File: config.mk
export PLATFORM = sky130hd
export DESIGN_NAME = dir_home_ctrl
export DESIGN_NICKNAME = d
export VERILOG_FILES = /design/src/rtl/dir_home_pkg.sv /design/src/rtl/dir_req_plan.sv /design/src/rtl/dir_entry.sv /design/src/rtl/dir_inv_pick.sv /design/src/rtl/dir_home_ctrl.sv
export SDC_FILE = /design/constraint.sdc
export NUM_CORES = 1
export LEC_CHECK = 0
export BUFFER_PORTS_ARGS = -buffer_cell sky130_fd_sc_hd__buf_2
export CAP_MARGIN = 20
export CORE_MARGIN = 2
export CORE_UTILIZATION = 35
export DETAILED_ROUTE_END_ITERATION = 10
export SYNTH_ARGS = -nofsm -noshare
export SYNTH_HDL_FRONTEND = slang
export SYNTH_SLANG_ARGS = --single-unit
File: constraint.sdc
create_clock -name clk -period 4.1 [get_ports clk]
set_input_delay 0.82 -clock clk [delete_from_list [all_inputs] [get_ports clk]]
set_output_delay 0.82 -clock clk [all_outputs]
set_load 0.1 [all_outputs]
File: src/rtl/dir_home_pkg.sv
package dir_home_pkg;
   localparam logic [1:0] RQ_READ = 2'd0;
   localparam logic [1:0] RQ_RDEX = 2'd1;
   localparam logic [1:0] RQ_UPGR = 2'd2;

   localparam logic [1:0] RS_SHR  = 2'd0;
   localparam logic [1:0] RS_EXC  = 2'd1;
   localparam logic [1:0] RS_GNT  = 2'd2;
   localparam logic [1:0] RS_NACK = 2'd3;
endpackage

File: src/rtl/dir_req_plan.sv
module dir_req_plan
   import dir_home_pkg::*;
#(
   parameter int NUM_CACHES = 4,
   localparam int SW = $clog2(NUM_CACHES),
   localparam int CW = $clog2(NUM_CACHES + 1)
) (
   input  logic [NUM_CACHES-1:0] pres,
   input  logic                  excl,
   input  logic                  busy,
   input  logic [1:0]            rtype,
   input  logic [SW-1:0]         src,
   output logic                  imm,
   output logic [1:0]            imm_type,
   output logic                  need_inv,
   output logic                  down,
   output logic [NUM_CACHES-1:0] mask,
   output logic [CW-1:0]         cnt,
   output logic [NUM_CACHES-1:0] nxt_pres,
   output logic                  nxt_excl,
   output logic [1:0]            fin_type
);
   logic [NUM_CACHES-1:0] src_bit;
   logic [NUM_CACHES-1:0] others;

   always_comb begin
      src_bit      = '0;
      src_bit[src] = 1'b1;
      others       = pres & ~src_bit;
      imm          = 1'b0;
      imm_type     = RS_SHR;
      need_inv     = 1'b0;
      down         = 1'b0;
      mask         = '0;
      nxt_pres     = pres;
      nxt_excl     = excl;
      fin_type     = RS_EXC;
      if (busy) begin
         imm      = 1'b1;
         imm_type = RS_NACK;
      end else if (rtype == RQ_RDEX || rtype == RQ_UPGR) begin
         fin_type = (rtype == RQ_UPGR && pres[src]) ? RS_GNT : RS_EXC;
         nxt_pres = src_bit;
         nxt_excl = 1'b1;
         if (others == '0) begin
            imm      = 1'b1;
            imm_type = fin_type;
         end else begin
            need_inv = 1'b1;
            mask     = others;
         end
      end else if (excl && others != '0) begin
         need_inv = 1'b1;
         down     = 1'b1;
         mask     = others;
         fin_type = RS_SHR;
         nxt_pres = pres | src_bit;
         nxt_excl = 1'b0;
      end else if (others == '0) begin
         imm      = 1'b1;
         imm_type = RS_EXC;
         nxt_pres = src_bit;
         nxt_excl = 1'b1;
      end else begin
         imm      = 1'b1;
         imm_type = RS_SHR;
         nxt_pres = pres | src_bit;
         nxt_excl = 1'b0;
      end
   end

   always_comb begin
      cnt = '0;
      for (int i = 0; i < NUM_CACHES; i++) cnt = cnt + CW'(mask[i]);
   end
endmodule

File: src/rtl/dir_entry.sv
module dir_entry
   import dir_home_pkg::*;
#(
   parameter int NUM_CACHES = 4,
   parameter int DATA_W = 16,
   parameter logic [DATA_W-1:0] INIT_DATA = '0,
   localparam int SW = $clog2(NUM_CACHES),
   localparam int CW = $clog2(NUM_CACHES + 1)
) (
   input  logic                  clk,
   input  logic                  rst_n,
   input  logic                  load_imm,
   input  logic                  load_busy,
   input  logic [NUM_CACHES-1:0] nxt_pres,
   input  logic                  nxt_excl,
   input  logic [NUM_CACHES-1:0] mask,
   input  logic [CW-1:0]         cnt,
   input  logic                  down,
   input  logic [1:0]            fin,
   input  logic [SW-1:0]         src,
   input  logic                  ack_hit,
   input  logic                  ack_dirty,
   input  logic [DATA_W-1:0]     ack_data,
   input  logic [NUM_CACHES-1:0] clr_bits,
   input  logic                  cmp_take,
   output logic [NUM_CACHES-1:0] pres,
   output logic                  excl,
   output logic                  busy,
   output logic [NUM_CACHES-1:0] send,
   output logic                  down_q,
   output logic                  done,
   output logic [1:0]            fin_q,
   output logic [SW-1:0]         src_q,
   output logic [DATA_W-1:0]     data
);
   logic [CW-1:0]         cnt_q;
   logic [NUM_CACHES-1:0] pend_pres;
   logic                  pend_excl;

   assign done = busy && (cnt_q == '0) && (send == '0);

   always_ff @(posedge clk) begin
      if (!rst_n) begin
         pres      <= '0;
         excl      <= 1'b0;
         busy      <= 1'b0;
         send      <= '0;
         cnt_q     <= '0;
         down_q    <= 1'b0;
         fin_q     <= RS_EXC;
         src_q     <= '0;
         pend_pres <= '0;
         pend_excl <= 1'b0;
         data      <= INIT_DATA;
      end else begin
         if (load_imm) begin
            pres <= nxt_pres;
            excl <= nxt_excl;
         end
         if (load_busy) begin
            busy      <= 1'b1;
            send      <= mask;
            cnt_q     <= cnt;
            down_q    <= down;
            fin_q     <= fin;
            src_q     <= src;
            pend_pres <= nxt_pres;
            pend_excl <= nxt_excl;
         end else begin
            send <= send & ~clr_bits;
            if (ack_hit && busy) begin
               cnt_q <= cnt_q - CW'(1);
               if (ack_dirty) data <= ack_data;
            end
         end
         if (cmp_take) begin
            busy <= 1'b0;
            pres <= pend_pres;
            excl <= pend_excl;
         end
      end
   end
endmodule

File: src/rtl/dir_inv_pick.sv
module dir_inv_pick #(
   parameter int NUM_BLOCKS = 4,
   parameter int NUM_CACHES = 4,
   localparam int BW = $clog2(NUM_BLOCKS),
   localparam int SW = $clog2(NUM_CACHES)
) (
   input  logic [NUM_BLOCKS-1:0][NUM_CACHES-1:0] send,
   output logic                                  valid,
   output logic [BW-1:0]                         blk,
   output logic [SW-1:0]                         dst
);
   always_comb begin
      valid = 1'b0;
      blk   = '0;
      dst   = '0;
      for (int b = NUM_BLOCKS - 1; b >= 0; b--) begin
         if (send[b] != '0) begin
            valid = 1'b1;
            blk   = BW'(b);
         end
      end
      for (int c = NUM_CACHES - 1; c >= 0; c--) begin
         if (send[blk][c]) dst = SW'(c);
      end
   end
endmodule

File: src/rtl/dir_home_ctrl.sv
module dir_home_ctrl
   import dir_home_pkg::*;
#(
   parameter int NUM_CACHES = 4,
   parameter int NUM_BLOCKS = 4,
   parameter int DATA_W = 16,
   parameter logic [DATA_W-1:0] DATA_INIT = 16'hD000,
   localparam int SW = $clog2(NUM_CACHES),
   localparam int BW = $clog2(NUM_BLOCKS),
   localparam int CW = $clog2(NUM_CACHES + 1)
) (
   input  logic              clk,
   input  logic              rst_n,
   input  logic              req_valid,
   output logic              req_ready,
   input  logic [1:0]        req_type,
   input  logic [SW-1:0]     req_src,
   input  logic [BW-1:0]     req_blk,
   output logic              rsp_valid,
   input  logic              rsp_ready,
   output logic [1:0]        rsp_type,
   output logic [SW-1:0]     rsp_dst,
   output logic [BW-1:0]     rsp_blk,
   output logic [DATA_W-1:0] rsp_data,
   output logic              inv_valid,
   input  logic              inv_ready,
   output logic              inv_down,
   output logic [SW-1:0]     inv_dst,
   output logic [BW-1:0]     inv_blk,
   input  logic              ack_valid,
   input  logic [BW-1:0]     ack_blk,
   input  logic              ack_dirty,
   input  logic [DATA_W-1:0] ack_data
);
   if (NUM_CACHES < 2) begin : g_bad_caches
      $error("dir_home_ctrl: NUM_CACHES must be at least 2");
   end
   if (NUM_BLOCKS < 2 || (NUM_BLOCKS & (NUM_BLOCKS - 1)) != 0) begin : g_bad_blocks
      $error("dir_home_ctrl: NUM_BLOCKS must be a power of two, at least 2");
   end
   if (DATA_W < 1) begin : g_bad_width
      $error("dir_home_ctrl: DATA_W must be positive");
   end

   logic [NUM_BLOCKS-1:0][NUM_CACHES-1:0] ent_pres, ent_send;
   logic [NUM_BLOCKS-1:0]                 ent_excl, ent_busy, ent_down, ent_done;
   logic [NUM_BLOCKS-1:0][1:0]            ent_fin;
   logic [NUM_BLOCKS-1:0][SW-1:0]         ent_src;
   logic [NUM_BLOCKS-1:0][DATA_W-1:0]     ent_data;

   logic                  pl_imm, pl_need, pl_down, pl_nxt_excl;
   logic [1:0]            pl_imm_type, pl_fin;
   logic [NUM_CACHES-1:0] pl_mask, pl_nxt_pres, clr_onehot;
   logic [CW-1:0]         pl_cnt;
   logic                  acc, cmp_any, pick_valid;
   logic [BW-1:0]         cmp_blk, pick_blk;
   logic [SW-1:0]         pick_dst;

   dir_req_plan #(.NUM_CACHES(NUM_CACHES)) u_plan (
      .pres(ent_pres[req_blk]), .excl(ent_excl[req_blk]), .busy(ent_busy[req_blk]),
      .rtype(req_type), .src(req_src), .imm(pl_imm), .imm_type(pl_imm_type),
      .need_inv(pl_need), .down(pl_down), .mask(pl_mask), .cnt(pl_cnt),
      .nxt_pres(pl_nxt_pres), .nxt_excl(pl_nxt_excl), .fin_type(pl_fin)
   );

   dir_inv_pick #(.NUM_BLOCKS(NUM_BLOCKS), .NUM_CACHES(NUM_CACHES)) u_pick (
      .send(ent_send), .valid(pick_valid), .blk(pick_blk), .dst(pick_dst)
   );

   always_comb begin
      cmp_any = 1'b0;
      cmp_blk = '0;
      for (int b = NUM_BLOCKS - 1; b >= 0; b--) begin
         if (ent_done[b]) begin
            cmp_any = 1'b1;
            cmp_blk = BW'(b);
         end
      end
   end

   assign req_ready = !cmp_any && (pl_imm ? rsp_ready : 1'b1);
   assign acc       = req_valid && req_ready;
   assign rsp_valid = cmp_any || (req_valid && pl_imm);

   always_comb begin
      if (cmp_any) begin
         rsp_type = ent_fin[cmp_blk];
         rsp_dst  = ent_src[cmp_blk];
         rsp_blk  = cmp_blk;
         rsp_data = (ent_fin[cmp_blk] == RS_GNT) ? '0 : ent_data[cmp_blk];
      end else begin
         rsp_type = pl_imm_type;
         rsp_dst  = req_src;
         rsp_blk  = req_blk;
         rsp_data = (pl_imm_type == RS_SHR || pl_imm_type == RS_EXC) ? ent_data[req_blk] : '0;
      end
   end

   assign inv_valid = pick_valid;
   assign inv_blk   = pick_blk;
   assign inv_dst   = pick_dst;
   assign inv_down  = ent_down[pick_blk];

   always_comb begin
      clr_onehot           = '0;
      clr_onehot[pick_dst] = inv_valid && inv_ready;
   end

   for (genvar b = 0; b < NUM_BLOCKS; b++) begin : g_ent
      logic sel;
      assign sel = (req_blk == BW'(b));
      dir_entry #(
         .NUM_CACHES(NUM_CACHES), .DATA_W(DATA_W),
         .INIT_DATA(DATA_W'(DATA_INIT + DATA_W'(b)))
      ) u_ent (
         .clk(clk), .rst_n(rst_n),
         .load_imm(acc && sel && pl_imm && !ent_busy[b]),
         .load_busy(acc && sel && pl_need),
         .nxt_pres(pl_nxt_pres), .nxt_excl(pl_nxt_excl), .mask(pl_mask),
         .cnt(pl_cnt), .down(pl_down), .fin(pl_fin), .src(req_src),
         .ack_hit(ack_valid && ack_blk == BW'(b)), .ack_dirty(ack_dirty),
         .ack_data(ack_data),
         .clr_bits((pick_blk == BW'(b)) ? clr_onehot : '0),
         .cmp_take(cmp_any && cmp_blk == BW'(b) && rsp_ready),
         .pres(ent_pres[b]), .excl(ent_excl[b]), .busy(ent_busy[b]),
         .send(ent_send[b]), .down_q(ent_down[b]), .done(ent_done[b]),
         .fin_q(ent_fin[b]), .src_q(ent_src[b]), .data(ent_data[b])
      );
   end
endmodule

# --- Yosys cells after proc, flatten, opt, wreduce, memory -nomap -nowiden ---
# Cells that the tools add are included.
op_classes:
  add_sub_neg: 7
  n_mux: 113
  eq_ne: 16
  n_reduce_logical: 91
  n_bitwise: 17
  magnitude_cmp: 7
ops:
  columns: ["op", "n"]
  rows:
  - ["4-bit 2-to-1 mux", 26]
  - ["16-bit 2-to-1 mux", 5]
  - ["16-bit binary-select mux with 2-bit select", 2]
  - ["1-bit logical AND", 48]
  - ["2-bit 2-to-1 mux", 24]
  - ["1-bit 2-to-1 mux", 38]
  - ["4-bit AND", 6]
  - ["3-bit 2-to-1 mux", 8]
  - ["2-bit == test (second input constant)", 10]
  - ["4-bit zero test", 5]
  - ["4-bit NOT", 5]
  - ["4-bit nonzero test", 5]
  - ["4-bit binary-select mux with 2-bit select", 2]
  - ["2-bit nonzero test", 8]
  - ["2-bit by 3-bit less-than comparator with 1-bit output (second input constant)", 5]
  - ["2-bit by 1-bit == test with 1-bit output (second input constant)", 6]
  - ["3-bit zero test", 4]
  - ["3-bit AND reduction", 4]
  - ["3-bit by 1-bit subtractor with 3-bit output (second input constant)", 4]
  - ["2-bit zero test", 5]
  - ["1-bit binary-select mux with 2-bit select", 4]
  - ["2-bit binary-select mux with 2-bit select", 2]
  - ["2-bit OR reduction", 4]
  - ["3-bit by 1-bit adder with 3-bit output", 2]
  - ["7 further kinds", 19]
totals:
  in_bits: 31
  out_inout_bits: 30
  ff_bits: 156
  word_cells: 295

# --- Longest topological paths before layout ---
logic_depth:
  depth_word: 20
  depth_mapped: 12
  mapped_depth_nobuf: 11

# --- Cells and area by module ---
# Synthesis repeated with hierarchy kept, for this count alone.
unflattened:
  cells_unflattened: 1006
  area_unflattened_um2: 8938.6
modules_own_cells:
  columns: ["module", "seq_area_each_um2", "n_inst", "cells_per_inst", "area_each_um2"]
  rows:
  - ["dir_entry at g_ent[1].u_ent ...", 780.7, 2, 174, 1656.6]
  - ["dir_home_ctrl", 0.0, 1, 226, 1734.2]
  - ["dir_entry at g_ent[0].u_ent", 780.7, 1, 174, 1662.8]
  - ["dir_entry at g_ent[3].u_ent", 780.7, 1, 174, 1650.3]
  - ["dir_req_plan", 0.0, 1, 52, 381.6]
  - ["dir_inv_pick", 0.0, 1, 32, 196.4]

# --- Least setup slack after synthesis ---
# No wires, ideal clock.
synth_timing:
  path_type: "input to output"
  start: "in req_blk[0]"
  end: "out rsp_type[1]"
  path_slack_ns: -1.494
  arrival_time_ns: 4.774
  stages: 8
  n_path_buf: 2
  required_ns: 3.280
  cell_sequence: "buf_6 -> mux4_2 -> mux2_4 -> or3_1 -> a21oi_1 -> or3_1 -> buf_2 -> a21boi_0"
synth_via:
  elab_chain_len: 10
  elab_cells_between_ends: 14
  cone_classes: "mux: 11; bitwise: 1; reduce/logical: 2"
synth_lines:
  columns: ["element", "line_no", "source"]
  rows:
  - ["from (decl)", "dir_home_ctrl.sv:18", "input logic [BW-1:0] req_blk,"]
  - ["4-bit binary-select mux with 2-bit select", "dir_home_ctrl.sv:60", ".pres(ent_pres[req_blk]), .excl(ent_excl[req_blk]), .busy(ent_busy[req_blk]),"]
  - ["4-bit 2-to-1 mux (not written as such)", "dir_home_ctrl.sv:60", null]
  - ["1-bit binary-select mux with 2-bit select", "dir_req_plan.sv:42", "fin_type = (rtype == RQ_UPGR && pres[src]) ? RS_GNT : RS_EXC;"]
  - ["1-bit 2-to-1 mux (not written as such)", "dir_req_plan.sv:42", null]
  - ["1-bit logical AND", "dir_req_plan.sv:42", null]
  - ["2-bit 2-to-1 mux", "dir_req_plan.sv:42", null]
  - ["2-bit 2-to-1 mux", "dir_req_plan.sv:45", "if (others == '0) begin"]
  - ["2-bit 2-to-1 mux", "dir_req_plan.sv:41", "end else if (rtype == RQ_RDEX || rtype == RQ_UPGR) begin"]
  - ["2-bit 2-to-1 mux (*)", "dir_req_plan.sv:38", "if (busy) begin"]
  - ["2-bit 2-to-1 mux (*)", "dir_home_ctrl.sv:86", "if (cmp_any) begin"]
  - ["to (decl)", "dir_home_ctrl.sv:21", "output logic [1:0] rsp_type,"]
# Mark *: on every way between the ends. The rest lies on a longest branch, timed or not. The select of a mux whose other input is x is not followed.

# --- Worst setup path after layout ---
layout_timing:
  start: "reg g_ent[3].u_ent.send[1]"
  end: "out rsp_data[2]"
layout_via:
  elab_chain_len: 11
  elab_cells_between_ends: 17
  cone_classes: "eq/ne: 1; mux: 14; reduce/logical: 2"
layout_lines:
  columns: ["element", "line_no", "source"]
  rows:
  - ["from (decl)", "dir_entry.sv:29", "output logic [NUM_CACHES-1:0] send,"]
  - ["from (signal assigned)", "dir_entry.sv:62", "send <= mask;"]
  - ["from (signal assigned)", "dir_entry.sv:70", "send <= send & ~clr_bits;"]
  - ["4-bit zero test (*)", "dir_entry.sv:40", "assign done = busy && (cnt_q == '0) && (send == '0);"]
  - ["1-bit logical AND (*)", "dir_entry.sv:40", null]
  - ["2-bit 2-to-1 mux (4 in series)", "dir_home_ctrl.sv:74", "if (ent_done[b]) begin"]
  - ["2-bit binary-select mux with 2-bit select", "dir_home_ctrl.sv:90", "rsp_data = (ent_fin[cmp_blk] == RS_GNT) ? '0 : ent_data[cmp_blk];"]
  - ["2-bit 2-to-1 mux (not written as such)", "dir_home_ctrl.sv:90", null]
  - ["2-bit == test", "dir_home_ctrl.sv:90", null]
  - ["16-bit 2-to-1 mux", "dir_home_ctrl.sv:90", null]
  - ["16-bit 2-to-1 mux (*)", "dir_home_ctrl.sv:86", null]
  - ["to (decl)", "dir_home_ctrl.sv:24", "output logic [DATA_W-1:0] rsp_data,"]
# Marked as above.

==> metrics.md <==
| Metric | Value |
|---|---|
| Min Tclk post-route | 4060 ps |
| Pre-antenna DRT Iters | 5 |
| Maximum VDD drop | between 0.0002 and 0.0003 V |
| Num rows | 56 |
| Sum of negative setup slack | 0 ps |
| Clock buffer count from CTS | 17 |
| Worst Setup SP | g_ent[3].u_ent.send[1] |
| Multi-input gate area | slightly above 5000 um2 |
| Post-synth top cells | nand2_1, dfxtp_1, a21boi_0 |
| Worst-path clk slew | roughly 60 ps |
| DRT antenna net count | 0 |
| Layout cells sized above 1 | 20.9% |
| Gpl congestion | 0.952 |
| Initial antenna violation count | 0 |
| Tightest Pin Transition | 894 ps |
| ANT cells | 0 |
| Setup crit end | rsp_data[2] |
| CP max-delay cell | or4_4 |
| Post-synthesis cell count | 991 |
| Cell taking the most area after synthesis | dfxtp_1 |
| Io pins | 61 |
| Util after Layout | around 44% |
| Die height | 159 um |
| Worst EP arrival | 3240 ps |
| Skew final | between 20 and 25 ps |
| Reg2reg setup slack | 1190 ps |
| Count of non-filler cells in the finished layout | 1,386 |
| Largest net degree at the start of global routing | 59 |
| Max-Cap Viols | 0 |
| Place WS | -30.2 ps |
| Top cells by area, synth | dfxtp_1, nand2_1, mux4_2 |
| CTS tree | built |
| WP data required | around 3300 ps |
| Dpl cell area | slightly below 10,000 um2 |
| Post-layout instance area | 10,500 um2 |
| GR Overflow Total | 0 |
| Headroom to the max-slew limit | 39.9% |
| First-pass GRT wire length | 41,700 um |
| Die Width | 159 um |
| Initial Util | 35.8% |
| Via Count | ~8,000 |
| FFs w/ async S/R, synth | 0% |
| Status | finished clean |
| Top-area cell type share of the netlist area | roughly 37% |
| Via density | 5.64 |
| Hold Crit Class | reg2reg |
| Worst hold slack | around 460 ps |
| Maximum fanout along the worst path | 8 |
| Register area share after synthesis | about 37% |
| Crit Path Class | reg2out |
| DR iter-0 viols | 656 |
| Final net count | 1,097 |
| Pwr Total | approximately 3.7 mW |
| Syn-to-layout area delta | 24.2% |
| Count leader, synth | nand2_1 |
| Cell Chain, Critical Path | or4_4, or3_4, a31oi_4, o221ai_4, o41ai_4, buf_4, clkbuf_16, o22ai_4, buf_12 |
| # fillers | 2,336 |
| DP Wirelength | roughly 18,000 um |
| Register area | 3120 um2 |
| YS warnings | 0 |
| Core Area | 23,500 um2 |
| Post-synthesis cell area | 8430 um2 |
| Skew-Pair Late Insertion Delay | 440 ps |
| Number of global-route vias before repair | roughly 7,400 |
| Max frequency | 246 MHz |
| Dominant synthesized flop cell | dfxtp_1 |
| Max Root-Sink Buffers | 2 |
| Syn_nets | 1,034 |
| Register bit total from synthesis | 156 |
| CP startpoint kind | flop |
| Final setup viols | 0 |
| Register-to-Register Path Depth | 10 |
| DRT Wirelength | roughly 27,000 um |
| Reg2reg start | g_ent[2].u_ent.busy |
| Crit share post-route | 99.0% |
| Max Transition Viols Final | 0 |
| Reg2reg end | g_ent[0].u_ent.cnt_q[1] |
| Die area | ~25,000 um2 |
| Cell Pwr Density | 352 nW/um2 |
| Leakage | 3.96 nW |
| Routed wire per std cell | 19.4 um |
| Synth unique cells | 75 |
| Number of synthesized flops with an enable pin | 0 |
| # port buffers | 60 |
| All-Layer GR Usage | 20.7% |
| Avg Cell Area, Syn | 8.50 um2 |
| Post-Place Cells | approximately 1,300 |
| Final worst slack | 41.1 ps |
| CTS H-tree lvls | 4 |
| CP peak stage delay | 600 ps |
| CTS Sinks | 156 |
| Final hold violation count | 0 |
| CP Capture Type | primary output |
| Post-route DRC violation count | 0 |
| Root buf cell | clkbuf_16 |
## critical path: cells and delay by family, from the launching register on
| family | cells | cell delay (ps) |
|---|---|---|
| buffers and inverters | 3 | 590 |
| AOI/OAI and AO/OA | 4 | 830 |
| DFF | 1 | 360 |
| and+or+nand+nor | 2 | 1020 |
## timing repair
action	4_1_cts	5_1_grt
setup buffers	0	3
cloned	0	2
pin swaps	0	4
resized for setup	2	4
hold buffers	0	0
endpoints found under the setup margin	16	17
## worst min path at each step
stage / startpoint / to / cells after the start
2_1_floorplan: g_ent[0].u_ent.pend_excl / g_ent[0].u_ent.excl / 2
3_3_place_gp: g_ent[2].u_ent.src_q[0] / g_ent[2].u_ent.src_q[0] / 2
3_5_place_dp: g_ent[2].u_ent.fin_q[1] / g_ent[2].u_ent.fin_q[1] / 2
4_1_cts: g_ent[2].u_ent.fin_q[1] / g_ent[2].u_ent.fin_q[1] / 2
5_1_grt: g_ent[1].u_ent.src_q[0] / g_ent[1].u_ent.src_q[0] / 2
6_report: g_ent[3].u_ent.pend_excl / g_ent[3].u_ent.pend_excl / 2
## final cells by class
type                            instances  area share [%]
Multi-Input combinational cell        721            48.2
Sequential cell                       156            29.8
Timing Repair Buffer                  119            11.1
Clock buffer                           20            4.27
Tap cell                              319            3.81
Inverter                               39            1.40
Clock inverter                         12            1.32
## layout by cell type, fill, tap and decap left out, types with 17 or more instances in the layout
cell type | Yosys | routed
a21oi_1 | 40 | 39
clkbuf_16 | 0 | 19
buf_2 | 15 | 35
o211ai_1 | 19 | 19
nor2_1 | 43 | 42
o221ai_1 | 20 | 20
dfxtp_1 | 156 | 156
buf_12 | 0 | 26
nand3_1 | 52 | 51
buf_4 | 0 | 56
a21boi_0 | 53 | 52
o21ai_0 | 19 | 19
nand2_1 | 220 | 220
inv_1 | 39 | 39
o211a_1 | 17 | 17
mux4_2 | 24 | 24
## flip-flops by register name (all words and copies together) (netlist names)
| name | cells |
|---|---|
| g_ent.u_ent.data | 64 |
| g_ent.u_ent.pend_pres | 16 |
| g_ent.u_ent.pres | 16 |
| g_ent.u_ent.send | 16 |
| g_ent.u_ent.cnt_q | 12 |
| g_ent.u_ent.fin_q | 8 |
| g_ent.u_ent.src_q | 8 |
| g_ent.u_ent.busy | 4 |
| g_ent.u_ent.down_q | 4 |
| g_ent.u_ent.excl | 4 |
| g_ent.u_ent.pend_excl | 4 |
## layer usage
metal / share of wire [%] / up-vias / GRT usage (%)
met5: 0 / - / 0
met4: 2.7 / 0 / 7.64
met3: 6.6 / 42 / 3.41
met2: 47 / 305 / 33.7
met1: 44 / 3736 / 27.8
li1: - / 3737 / -
## cells by family after synthesis
group / after synthesis / share of synthesized area [%]
AOI/OAI and AO/OA: 273 / 25.7
xor gates and xnor gates: 8 / 0.831
adders and majority gates: 12 / 1.87
buffers and inverters: 114 / 5.75
DFF: 156 / 37.1
muxes: 29 / 7.10
and+or+nand+nor: 399 / 21.7
## report_power, final
group	internal, mW	switching [mW]	leakage (nW)
registers	1.53	0.0113	1.26
clock network	0.918	0.669	0.270
logic	0.200	0.358	2.43
total	2.65	1.04	3.96
Power figures use the tool's default switching activity.
